`config.mk`:
```
export PLATFORM = sky130hd
export DESIGN_NAME = gpio_port
export DESIGN_NICKNAME = d
export VERILOG_FILES = /design/src/rtl/gpio_pkg.sv /design/src/rtl/gpio_ctrl_regs.sv /design/src/rtl/gpio_in_sync.sv /design/src/rtl/gpio_fault_mon.sv /design/src/rtl/gpio_port.sv
export SDC_FILE = /design/constraint.sdc
export NUM_CORES = 1
export LEC_CHECK = 0
export ABC_AREA = 1
export CAP_MARGIN = 20
export CELL_PAD_IN_SITES_DETAIL_PLACEMENT = 1
export CELL_PAD_IN_SITES_GLOBAL_PLACEMENT = 1
export CORE_ASPECT_RATIO = 0.6
export CORE_UTILIZATION = 46
export DETAILED_ROUTE_END_ITERATION = 7
export GPL_TIMING_DRIVEN = 0
export PLACE_DENSITY_LB_ADDON = 0.1
export SLEW_MARGIN = 10
export SYNTH_ARGS = -nofsm -noshare
export SYNTH_HDL_FRONTEND = slang
export SYNTH_SLANG_ARGS = --single-unit
```
`constraint.sdc`:
```
create_clock -name clk -period 2.6 [get_ports clk]
set_clock_uncertainty 0.05 [all_clocks]
set_input_delay 0.52 -clock clk [delete_from_list [all_inputs] [get_ports clk]]
set_output_delay 0.52 -clock clk [all_outputs]
set_load 0.01 [all_outputs]
```
`src/rtl/gpio_pkg.sv`:
```
package gpio_pkg;
    typedef enum logic [1:0] {
        SEL_DATA  = 2'd0,
        SEL_DIR   = 2'd1,
        SEL_PIN   = 2'd2,
        SEL_FAULT = 2'd3
    } gpio_sel_e;
endpackage

```
`src/rtl/gpio_ctrl_regs.sv`:
```
// Output latch and direction register of the port.
module gpio_ctrl_regs #(
    parameter int N = 8
) (
    input  logic         clk,
    input  logic         rst_n,
    input  logic         wr,
    input  logic [1:0]   sel,
    input  logic [N-1:0] wdata,
    output logic [N-1:0] latch,
    output logic [N-1:0] dir
);
    import gpio_pkg::*;

    typedef struct packed {
        logic [N-1:0] latch;
        logic [N-1:0] dir;
    } regs_t;

    regs_t s_d, s_q;

    always_comb begin
        s_d = s_q;
        if (wr && sel == SEL_DATA) s_d.latch = wdata;
        if (wr && sel == SEL_DIR)  s_d.dir   = wdata;
    end

    always_ff @(posedge clk or negedge rst_n) begin
        if (!rst_n) s_q <= '0;
        else        s_q <= s_d;
    end

    assign latch = s_q.latch;
    assign dir   = s_q.dir;
endmodule

```
`src/rtl/gpio_in_sync.sv`:
```
// Multi-stage input synchronizer, one chain per pin.
module gpio_in_sync #(
    parameter int N      = 8,
    parameter int STAGES = 2
) (
    input  logic         clk,
    input  logic         rst_n,
    input  logic [N-1:0] pin_in,
    output logic [N-1:0] sensed
);
    localparam int LAST = STAGES - 1;

    typedef struct packed {
        logic [STAGES-1:0][N-1:0] stage;
    } sync_t;

    sync_t s_d, s_q;

    always_comb begin
        s_d.stage[0] = pin_in;
        for (int k = 1; k < STAGES; k++) s_d.stage[k] = s_q.stage[k-1];
    end

    always_ff @(posedge clk or negedge rst_n) begin
        if (!rst_n) s_q <= '0;
        else        s_q <= s_d;
    end

    assign sensed = s_q.stage[LAST];
endmodule

```
`src/rtl/gpio_fault_mon.sv`:
```
// Per-pin mismatch counter with a sticky flag, cleared by writing 1.
module gpio_fault_mon #(
    parameter int N  = 8,
    parameter int CW = 8
) (
    input  logic          clk,
    input  logic          rst_n,
    input  logic [N-1:0]  drive_en,
    input  logic [N-1:0]  latch,
    input  logic [N-1:0]  sensed,
    input  logic [CW-1:0] limit,
    input  logic [N-1:0]  clr,
    output logic [N-1:0]  flag
);
    for (genvar i = 0; i < N; i++) begin : g_pin
        typedef struct packed {
            logic [CW-1:0] cnt;
            logic          flag;
        } mon_t;

        mon_t s_d, s_q;
        logic mis;

        assign mis = drive_en[i] && (sensed[i] != latch[i]);

        always_comb begin
            s_d = s_q;
            if (!mis)                s_d.cnt = '0;
            else if (s_q.cnt < limit) s_d.cnt = s_q.cnt + 1'b1;
            if (clr[i])              s_d.flag = 1'b0;
            if (mis && s_q.cnt >= limit) s_d.flag = 1'b1;
        end

        always_ff @(posedge clk or negedge rst_n) begin
            if (!rst_n) s_q <= '0;
            else        s_q <= s_d;
        end

        assign flag[i] = s_q.flag;
    end
endmodule

```
`src/rtl/gpio_port.sv`:
```
module gpio_port #(
    parameter int N  = 8,
    parameter int CW = 8
) (
    input  logic          clk,
    input  logic          rst_n,
    input  logic          reg_wr,
    input  logic [1:0]    reg_addr,
    input  logic [N-1:0]  reg_wdata,
    output logic [N-1:0]  reg_rdata,
    input  logic [CW-1:0] settle_limit,
    input  logic [N-1:0]  pin_in,
    output logic [N-1:0]  pin_out,
    output logic [N-1:0]  pin_oe,
    output logic [N-1:0]  pin_pu,
    output logic [N-1:0]  fault
);
    import gpio_pkg::*;

    logic [N-1:0] latch, dir, sensed, clr;

    gpio_ctrl_regs #(.N(N)) u_regs (
        .clk(clk), .rst_n(rst_n), .wr(reg_wr), .sel(reg_addr),
        .wdata(reg_wdata), .latch(latch), .dir(dir)
    );

    gpio_in_sync #(.N(N), .STAGES(2)) u_sync (
        .clk(clk), .rst_n(rst_n), .pin_in(pin_in), .sensed(sensed)
    );

    assign clr = (reg_wr && reg_addr == SEL_FAULT) ? reg_wdata : '0;

    gpio_fault_mon #(.N(N), .CW(CW)) u_mon (
        .clk(clk), .rst_n(rst_n), .drive_en(dir), .latch(latch),
        .sensed(sensed), .limit(settle_limit), .clr(clr), .flag(fault)
    );

    assign pin_out = latch;
    assign pin_oe  = dir;
    assign pin_pu  = latch & ~dir;

    always_comb begin
        unique case (reg_addr)
            SEL_DATA: reg_rdata = latch;
            SEL_DIR:  reg_rdata = dir;
            SEL_PIN:  reg_rdata = sensed;
            default:  reg_rdata = fault;
        endcase
    end
endmodule

```
# == Word-level counts from Yosys, hierarchy flattened ==
# Cells that the tools add are included.
# totals
regBits,104
inputBits,29
out_inout_bits,40
wordCells,127
# classes
n_addsub,8
n_lt_le_gt_ge,16
n_eq_ne,19
n_mux,34
bitwise_logic,2
n_reduce_logical,28
# ops
op,n
$mux W8,17
$add A8 B1 Y8 const B,8
$ge A8 B8 Y1,8
$lt A8 B8 Y1,8
$pmux W8 S3,1
$logic_and A1 B1 Y1,19
$mux W1,16
$ne A2 B2 Y1 const B,8
$reduce_bool A2 Y1,8
$and A8 B8 Y8,1
$ne A1 B1 Y1,8
$not A8 Y8,1
$eq A2 B2 Y1 const B,2
$eq A2 B1 Y1 const B,1
$logic_not A2 Y1,1

# == Depth between registers and ports, before layout ==
# Gate-level depths: netlist of the first run.
# logic_depth
depth_word,5
mapped_depth,12
depth_no_buf,12

# == Modules after synthesis ==
# A second synthesis of the first run with hierarchy kept.
# unflattened
cells_unflattened,1056
area_unflattened_um2,7702.4
# modules_own_cells
module,n_inst,cells_each,area_per_inst_um2,seq_area_each_um2
gpio_fault_mon,1,889,6204.7,1801.7
gpio_ctrl_regs,1,71,695.7,400.4
gpio_port,1,80,401.6,0.0
gpio_in_sync,1,16,400.4,400.4

# == Worst setup path before layout of the first run ==
# OpenSTA, ideal clock, no wires.
# synth_path
path_kind,input to register
from,in settle_limit[7]
to,reg u_mon.g_pin[6].s_q (netlist bit u_mon.flag[6])
setup_time_ns,0.128
t_arrival_ns,1.635
required_time_ns,2.422
setup_slack_ns,0.787
path_stages,7
path_buffers,0
path_cell_list,inv_1 > ha_1 > a21o_1 > nor2_2 > nand2_2 > nand2_1 > nand3_1
# synth_between
elab_chain_cells,3
elab_cells_between_ends,4
classes_between,order compare (1); mux (1); reduce/logical (2)
# synth_rtl
item,line,text
"start, declared",gpio_port.sv:11,"input logic [CW-1:0] settle_limit,"
$ge A8 B8 Y1 *,gpio_fault_mon.sv:31,if (mis && s_q.cnt >= limit) s_d.flag = 1'b1;
$logic_and A1 B1 Y1 *,gpio_fault_mon.sv:31,
$mux W1 or $reduce_bool A2 Y1 (tied branches),-,
"end signal, assigned",gpio_fault_mon.sv:35,if (!rst_n) s_q <= '0;
"end signal, assigned",gpio_fault_mon.sv:36,else s_q <= s_d;
"end, declared",gpio_fault_mon.sv:21,"mon_t s_d, s_q;"
# Mark *: on every way between the ends. The rest lies on a longest branch, timed or not.
# A chain may end at the register's enable or synchronous reset.

# == Worst setup path after layout of the first run ==
# layout_path
from,in reg_addr[0]
to,out reg_rdata[4]
# layout_between
elab_chain_cells,2
elab_cells_between_ends,4
classes_between,eq/ne (2); mux (1); reduce/logical (1)
# layout_rtl
item,line,text
"start, declared",gpio_port.sv:8,"input logic [1:0] reg_addr,"
"$eq A2 B2 Y1, or another cell as far along",gpio_port.sv:43,unique case (reg_addr)
$pmux W8 S3 *,gpio_port.sv:43,
"end, declared",gpio_port.sv:10,"output logic [N-1:0] reg_rdata,"
# Marks and branches as above.

==> flow_summary_export.csv, run 1 <==
group,metric,value,unit
logic_synthesis,synthCells,1041,
clock_tree,insertion_delay,0.37,ns
logic_synthesis,ys_async_sr_fraction,100,%
place,gp_congestion,0.844,
clock_tree,h-tree-depth,3,
critical_path,r2r_slack,0.63,ns
clock_tree,cts_tree,"done",
sta,setup_viol,0,
cells_and_area,multi_input_area,0.00407,sq mm
routing,viasPerCell,5.51,
grt,grt_pass1_wl,38.9,mm
critical_path,cp_data_arrival_time,1.91,ns
sta,worst_slack,0.123,ns
cells_and_area,fin_util,56.7,%
routing,vias,7371,
critical_path,reg2reg_from,"u_mon.g_pin[3].s_q[6]",
sta,max_freq,404,MHz
routing,wl_met1,11.1,mm
sta,rsz0062_at_grt,"no",
pwr,leakage,4.84,nW
grt,grt_use_total,29.8,%
routing,top_layer,"met4",
routing,drtPass1Iterations,7,
logic_synthesis,synth_area_leaders,"dfrtp_1 35%, nand2_1 17%, ha_1 12%, inv_1 7.5%, nand3_1 6.2%",
pwr,powerDensity,464,mW/mm^2
logic_synthesis,synth_edf_count,0,
pwr,peakVddDrop,0.000321,V
clock_tree,numCtsBuffers,9,
logic_synthesis,ys_seq_area_share,35.2,%
routing,wl,23.5,mm
routing,first_iter_violations,481,
cells_and_area,area_growth,18.8,%
cells_and_area,final_cells,1337,
cells_and_area,drive_above_1_share,7.23,%
critical_path,required,2.03,ns
run_status,violations,"DRC",
clock_tree,path_clk_slew,0.08,ns
place,io_buffers,68,
routing,wl_per_cell,17.6,um
cells_and_area,final_common_cell,"nand2_1",
logic_synthesis,yosysTopAreaCellShare,35.2,%
floorplanning,core_area,0.0155,sq mm
critical_path,start_kind,"primary input",
critical_path,reg2reg_to,"u_mon.g_pin[3].s_q[7]",
grt,first_global_vias,7691,
place,dpl.cell_count,1313,
sta,final_hold_viol_count,0,
clock_tree,clockBufferDepth,2,
logic_synthesis,yosysTopAreaCell,"dfrtp_1",
logic_synthesis,syn_area,0.00739,sq mm
logic_synthesis,ys_ff_latch,104,
routing,drc,8,
floorplanning,die_w,166,um
run_status,status,"finished with violations",
critical_path,crit_path_max_fanout,6,
sta,setup-tns-final,0,ns
sta,tightest_slew,0.619,ns
floorplanning,start_util,47.7,%
sta,period_needed,2.48,ns
cells_and_area,regArea,0.00260,sq mm
cells_and_area,final_cell_mix,"326 x nand2_1, 141 x inv_1, 104 x dfrtp_1",
floorplanning,num_io_pins,69,
sta,slew_headroom,58.6,%
sta,finalMaxSlewViolations,0,
cells_and_area,nets,1230,
grt,grt_overflow_total,0,
floorplanning,die_area,0.0166,sq mm
clock_tree,clock-sinks,104,
grt,grt_max_degree,55,
flow_run,maxCapViolCount,0,
cells_and_area,antenna_cells,0,
pwr,p_total,4.08,mW
critical_path,reg2regPathDepth,8,
routing,ant_nets,0,
grt,antenna_found_initial,0,
place,place_ws,-0.456,ns
logic_synthesis,ys_warn_count,0,
clock_tree,cts-root-buf,"clkbuf_16",
routing,wl_met3,878,um
routing,wl_met2,11.1,mm
place,hpwl,17.3,mm
sta,fin_crit_sh,95.3,%
logic_synthesis,synth_flop_cell,"dfrtp_1",
min_path,hold_class,"primary input to async pin",
logic_synthesis,synthesis.nets,1142,
logic_synthesis,ys_types,24,
cells_and_area,fillers,2007,
logic_synthesis,synth_area_per_cell,7.10,sq um
floorplanning,rows,35,
critical_path,path_class,"primary input to output pin",
floorplanning,chipHeight,100,um
critical_path,end_kind,"output pin",
[per-layer routing]
metal / global-route usage [%] / up-vias
met3: 4.46 / 31
met5: 0 / -
met4: 10.1 / 0
met1: 39.8 / 3662
met2: 50.0 / 116
li1: - / 3562
[report_power, final]
group          total (mW)  switching [mW]  internal [mW]
clock network        1.38           0.689          0.692
registers            1.82           0.117           1.70
logic               0.876           0.503          0.373
total                4.08            1.31           2.77
[flip-flops by register name, summed over array words and instances (netlist names)]
register,cells
u_regs.dir,8
u_mon.flag,8
u_regs.latch,8
u_mon.g_pin.s_q,64
u_sync.s_d,8
u_sync.sensed,8
[worst max-delay path by stage]
stage	startpoint	to	slack, ns
global placement	rst_n	u_mon.g_pin[3].s_q[6]	-3.24
global route	reg_addr[0]	reg_rdata[1]	0.01
CTS	reg_addr[0]	reg_rdata[0]	0.0003
finish	reg_addr[0]	reg_rdata[4]	0.12
floorplan	settle_limit[7]	u_mon.flag[6]	0.79
detailed placement	reg_addr[0]	reg_rdata[4]	-0.46
[cell type report]
cell class	instances	share of cell area, %
Multi-Input combinational cell	764	46.4
Sequential cell	104	29.6
Timing Repair Buffer	77	9.23
Inverter	155	6.84
Tap cell	203	2.89
Clock buffer	10	2.72
Buffer	18	1.72
Clock inverter	6	0.584
[per-stage QoR]
stage	instance area (sq um)	hold WS [ns]
after detailed placement	8350	0.286
final	8780	0.0504
after floorplan	7390	0.174
after global routing	8780	0.0877
after global placement	8330	0.284
after CTS	8670	0.0721
[worst max-delay path, stage by stage]
cell,delay [ns]
buf_2,0.18
inv_1,0.07
nand2_2,0.08
clkinvlp_4,0.16
buf_4,0.17
nand2_1,0.05
o2111ai_1,0.16
clkdlybuf4s50_1,0.52
[Yosys cell counts, types with 5 or more instances]
master	number
nand2_1	329
inv_1	147
dfrtp_1	104
nand3_1	91
nor2_1	85
ha_1	72
nand4_1	55
a21oi_1	43
o21ai_0	27
nor3_1	16
buf_4	12
a21o_1	8
inv_2	8
nand2_2	8
nor2_4	7
buf_6	5
nand3b_1	5
o21bai_1	5
[kinds of logic after synthesis]
family / share of synthesized area [%]
AO/OA/AOI/OAI: 6.62
XOR/XNOR: 0.474
adder cells (fa/ha/maj): 12.2
buffers and inverters: 9.92
flip-flops: 35.2
AND/OR/NAND/NOR: 35.6
[timing repair]
| action | in CTS | in global routing |
|---|---|---|
| setup buffers | 2 | 6 |
| gates resized for setup | 13 | 11 |
| hold buffers | 0 | 0 |
| setup endpoints to repair | 8 | 22 |
No activity file was read; power rests on OpenSTA's default activity.
==> run 2, diff against run 1 <==
--- a/config.mk
+++ b/config.mk
@@ -10,11 +10,11 @@
 export CELL_PAD_IN_SITES_DETAIL_PLACEMENT = 1
 export CELL_PAD_IN_SITES_GLOBAL_PLACEMENT = 1
 export CORE_ASPECT_RATIO = 0.6
-export CORE_UTILIZATION = 46
+export CORE_UTILIZATION = 43
 export DETAILED_ROUTE_END_ITERATION = 7
+export GPL_ROUTABILITY_DRIVEN = 0
 export GPL_TIMING_DRIVEN = 0
 export PLACE_DENSITY_LB_ADDON = 0.1
-export SLEW_MARGIN = 10
 export SYNTH_ARGS = -nofsm -noshare
 export SYNTH_HDL_FRONTEND = slang
 export SYNTH_SLANG_ARGS = --single-unit
==> constraint.sdc (replaced) <==
create_clock -name clk -period 2.4 [get_ports clk]
set_clock_uncertainty 0.05 [all_clocks]
set_input_delay 0.48 -clock clk [delete_from_list [all_inputs] [get_ports clk]]
set_output_delay 0.48 -clock clk [all_outputs]
set_load 0.01 [all_outputs]
==> run 2 against run 1 <==
Compared with the run above:
- the run now ends clean
- worst setup slack got worse by 0.11 ns
- first-iteration DRC count increased by 6.2%
- clock power increased by 18%
- largest cell class unchanged
==> flow_summary_export.csv, run 2 (synthesis gave the netlist of run 1 again) <==
group,metric,value,unit
cells_and_area,fillers,2131,
routing,ant_nets,0,
critical_path,path_common_cell,"nand2_1",
routing,wl,23.7,mm
critical_path,critPathBufInv,3,
critical_path,reg2reg_from,"u_mon.g_pin[4].s_q[4]",
grt,grt_pass1_wl,38.4,mm
place,dpl.cell_count,1339,
floorplanning,core_area,0.0165,sq mm
pwr,p_comb_share,21.0,%
clock_tree,path_clk_slew,0.08,ns
clock_tree,insertion_delay,0.36,ns
pwr,leakage,4.91,nW
place,io_buffers,68,
cells_and_area,largest-register,"u_mon.g_pin.s_q",
run_status,status,"completed",
routing,drtPass1Iterations,5,
critical_path,crit_family,"simple AND/OR/NAND/NOR gates",
floorplanning,start_util,44.7,%
critical_path,reg2reg_to,"u_mon.g_pin[4].s_q[8]",
grt,first_global_vias,7150,
cells_and_area,nets,1235,
critical_path,critical-path-max-stage-delay,0.40,ns
critical_path,crit_path_max_fanout,9,
critical_path,start_kind,"primary input",
clock_tree,cts-root-buf,"clkbuf_16",
routing,top_layer,"met4",
critical_path,crit_chain,"clkdlybuf4s50_1 -> inv_1 -> ha_1 -> nand2_1 -> inv_1 -> nand2_1 -> nand2_1 -> nand2_1 -> nand2_2 -> nand2_1 -> nand2_1 -> nand2_1",
floorplanning,chipHeight,104,um
sta,finalMaxSlewViolations,0,
clock_tree,cts_tree,"done",
sta,tightest_slew,0.658,ns
critical_path,end_kind,"flop",
cells_and_area,area_growth,21.1,%
clock_tree,clock-sinks,104,
critical_path,critPathSlowestCell,"clkdlybuf4s50_1",
cells_and_area,final_cell_mix,"322 x nand2_1, 140 x inv_1, 104 x dfrtp_1",
routing,vias,7326,
clock_tree,h-tree-depth,3,
critical_path,reg2regPathDepth,10,
min_path,hold_class,"primary input to async pin",
cells_and_area,drive_above_1_share,8.25,%
grt,grt_overflow_total,0,
floorplanning,rows,36,
pwr,sw_frac_of_total,30.6,%
sta,final_hold_viol_count,0,
cells_and_area,final_common_cell,"nand2_1",
routing,viasPerCell,5.36,
grt,grt_use_total,27.8,%
routing,wl_met3,958,um
routing,drc,0,
critical_path,path_depth,12,
cells_and_area,final_cells,1367,
sta,period_needed,2.38,ns
clock_tree,ctsHoldBuffers,0,
critical_path,cp_data_arrival_time,2.64,ns
cells_and_area,antenna_cells,0,
sta,setup-tns-final,0,ns
pwr,clock_power_share,35.7,%
critical_path,required,2.66,ns
pwr,peakVddDrop,0.000298,V
floorplanning,die_w,171,um
pwr,seqPwrFrac,43.3,%
clock_tree,clockBufferDepth,2,
routing,wl_met2,10.4,mm
sta,fin_crit_sh,99.3,%
pwr,switchingPower,1.40,mW
critical_path,r2r_slack,0.38,ns
flow_run,maxCapViolCount,0,
place,hpwl,17.8,mm
critical_path,startpoint,"settle_limit[2]",
sta,slew_headroom,56.1,%
critical_path,path_class,"primary input to flop",
sta,max_freq,420,MHz
grt,antenna_found_initial,0,
cells_and_area,largest_reg_flops,64,
sta,setup_viol,0,
routing,wl_per_cell,17.4,um
clock_tree,numCtsBuffers,9,
pwr,p_int,3.17,mW
sta,rsz0062_at_grt,"yes",
floorplanning,die_area,0.0177,sq mm
grt,grt_max_degree,39,
floorplanning,num_io_pins,69,
routing,wl_met1,12.0,mm
pwr,powerDensity,511,mW/mm^2
routing,first_iter_violations,511,
==> run 2: changes by cell type in the layout (fill, tap and decap cells not counted), moves of 3 or more <==
cell	before	now
buf_12	4	7
nand2_1	326	322
nand2_4	2	9
buf_4	16	20
nand2_2	10	7
clkdlybuf4s50_1	60	56
==> run 2: routing by layer <==
metal / global-route usage, % / up-vias
met4: 7.02 / 0
met5: 0 / -
met1: 42.7 / 3542
met2: 40.4 / 181
met3: 3.86 / 36
li1: - / 3567
==> run 2: repair_timing <==
item | CTS | global route
pin swaps | 1 | 0
gates resized for setup | 24 | 21
setup buffers | 6 | 6
setup endpoints to repair | 25 | 38
==> run 2: worst max path at each step <==
stage | end | slack, ns
after floorplan | u_mon.flag[6] | 0.63
after global placement | u_mon.g_pin[3].s_q[6] | -3.52
after detailed placement | reg_rdata[7] | -0.50
after CTS | u_mon.g_pin[7].s_q[6] | 0.01
after global routing | u_mon.g_pin[4].s_q[6] | -0.09
final | u_mon.g_pin[4].s_q[8] | 0.02
==> run 2: worst register-to-register path: cells and delay by family (launching register included) <==
kind	cells	cell delay, ns
buf+inv	1	0.12
simple gates	8	0.93
fa+ha+maj	1	0.34
flops	1	0.48
==> run 2: area by class of cell <==
cell class | instances | area (sq um) | area share [%]
repair buffers | 82 | 863 | 9.65
clock inverters | 5 | 81.3 | 0.909
multi-input cells | 764 | 4130 | 46.1
well taps | 228 | 285 | 3.19
plain buffers | 18 | 151 | 1.69
flip-flops and latches | 104 | 2600 | 29.1
inverters | 155 | 604 | 6.75
clock buffers | 11 | 233 | 2.60
==> run 2: stage by stage <==
step | utilization [%] | instance area (sq um) | worst slack [ns] | hold WS [ns] | total power [mW]
floorplan | - | 7390 | 0.627 | 0.134 | 2.44
CTS | 53.2 | 8800 | 0.0134 | 0.0203 | 4.57
global route | 54.1 | 8950 | -0.0879 | 0.0413 | 4.76
detailed placement | 50.8 | 8390 | -0.497 | 0.286 | 2.94
global placement | 50.6 | 8360 | -3.52 | 0.284 | 2.89
finish | 54.1 | 8950 | 0.0164 | 0.00248 | 4.57
==> run 2: power groups by stage <==
| stage | Combinational [mW] | Clock, mW | Sequential (mW) |
|---|---|---|---|
| floorplan | 0.452 | 0 | 1.99 |
| global placement | 0.883 | 0 | 2.01 |
| detailed placement | 0.925 | 0 | 2.01 |
| CTS | 0.945 | 1.65 | 1.98 |
| global route | 1.07 | 1.70 | 1.99 |
| finish | 0.961 | 1.63 | 1.98 |
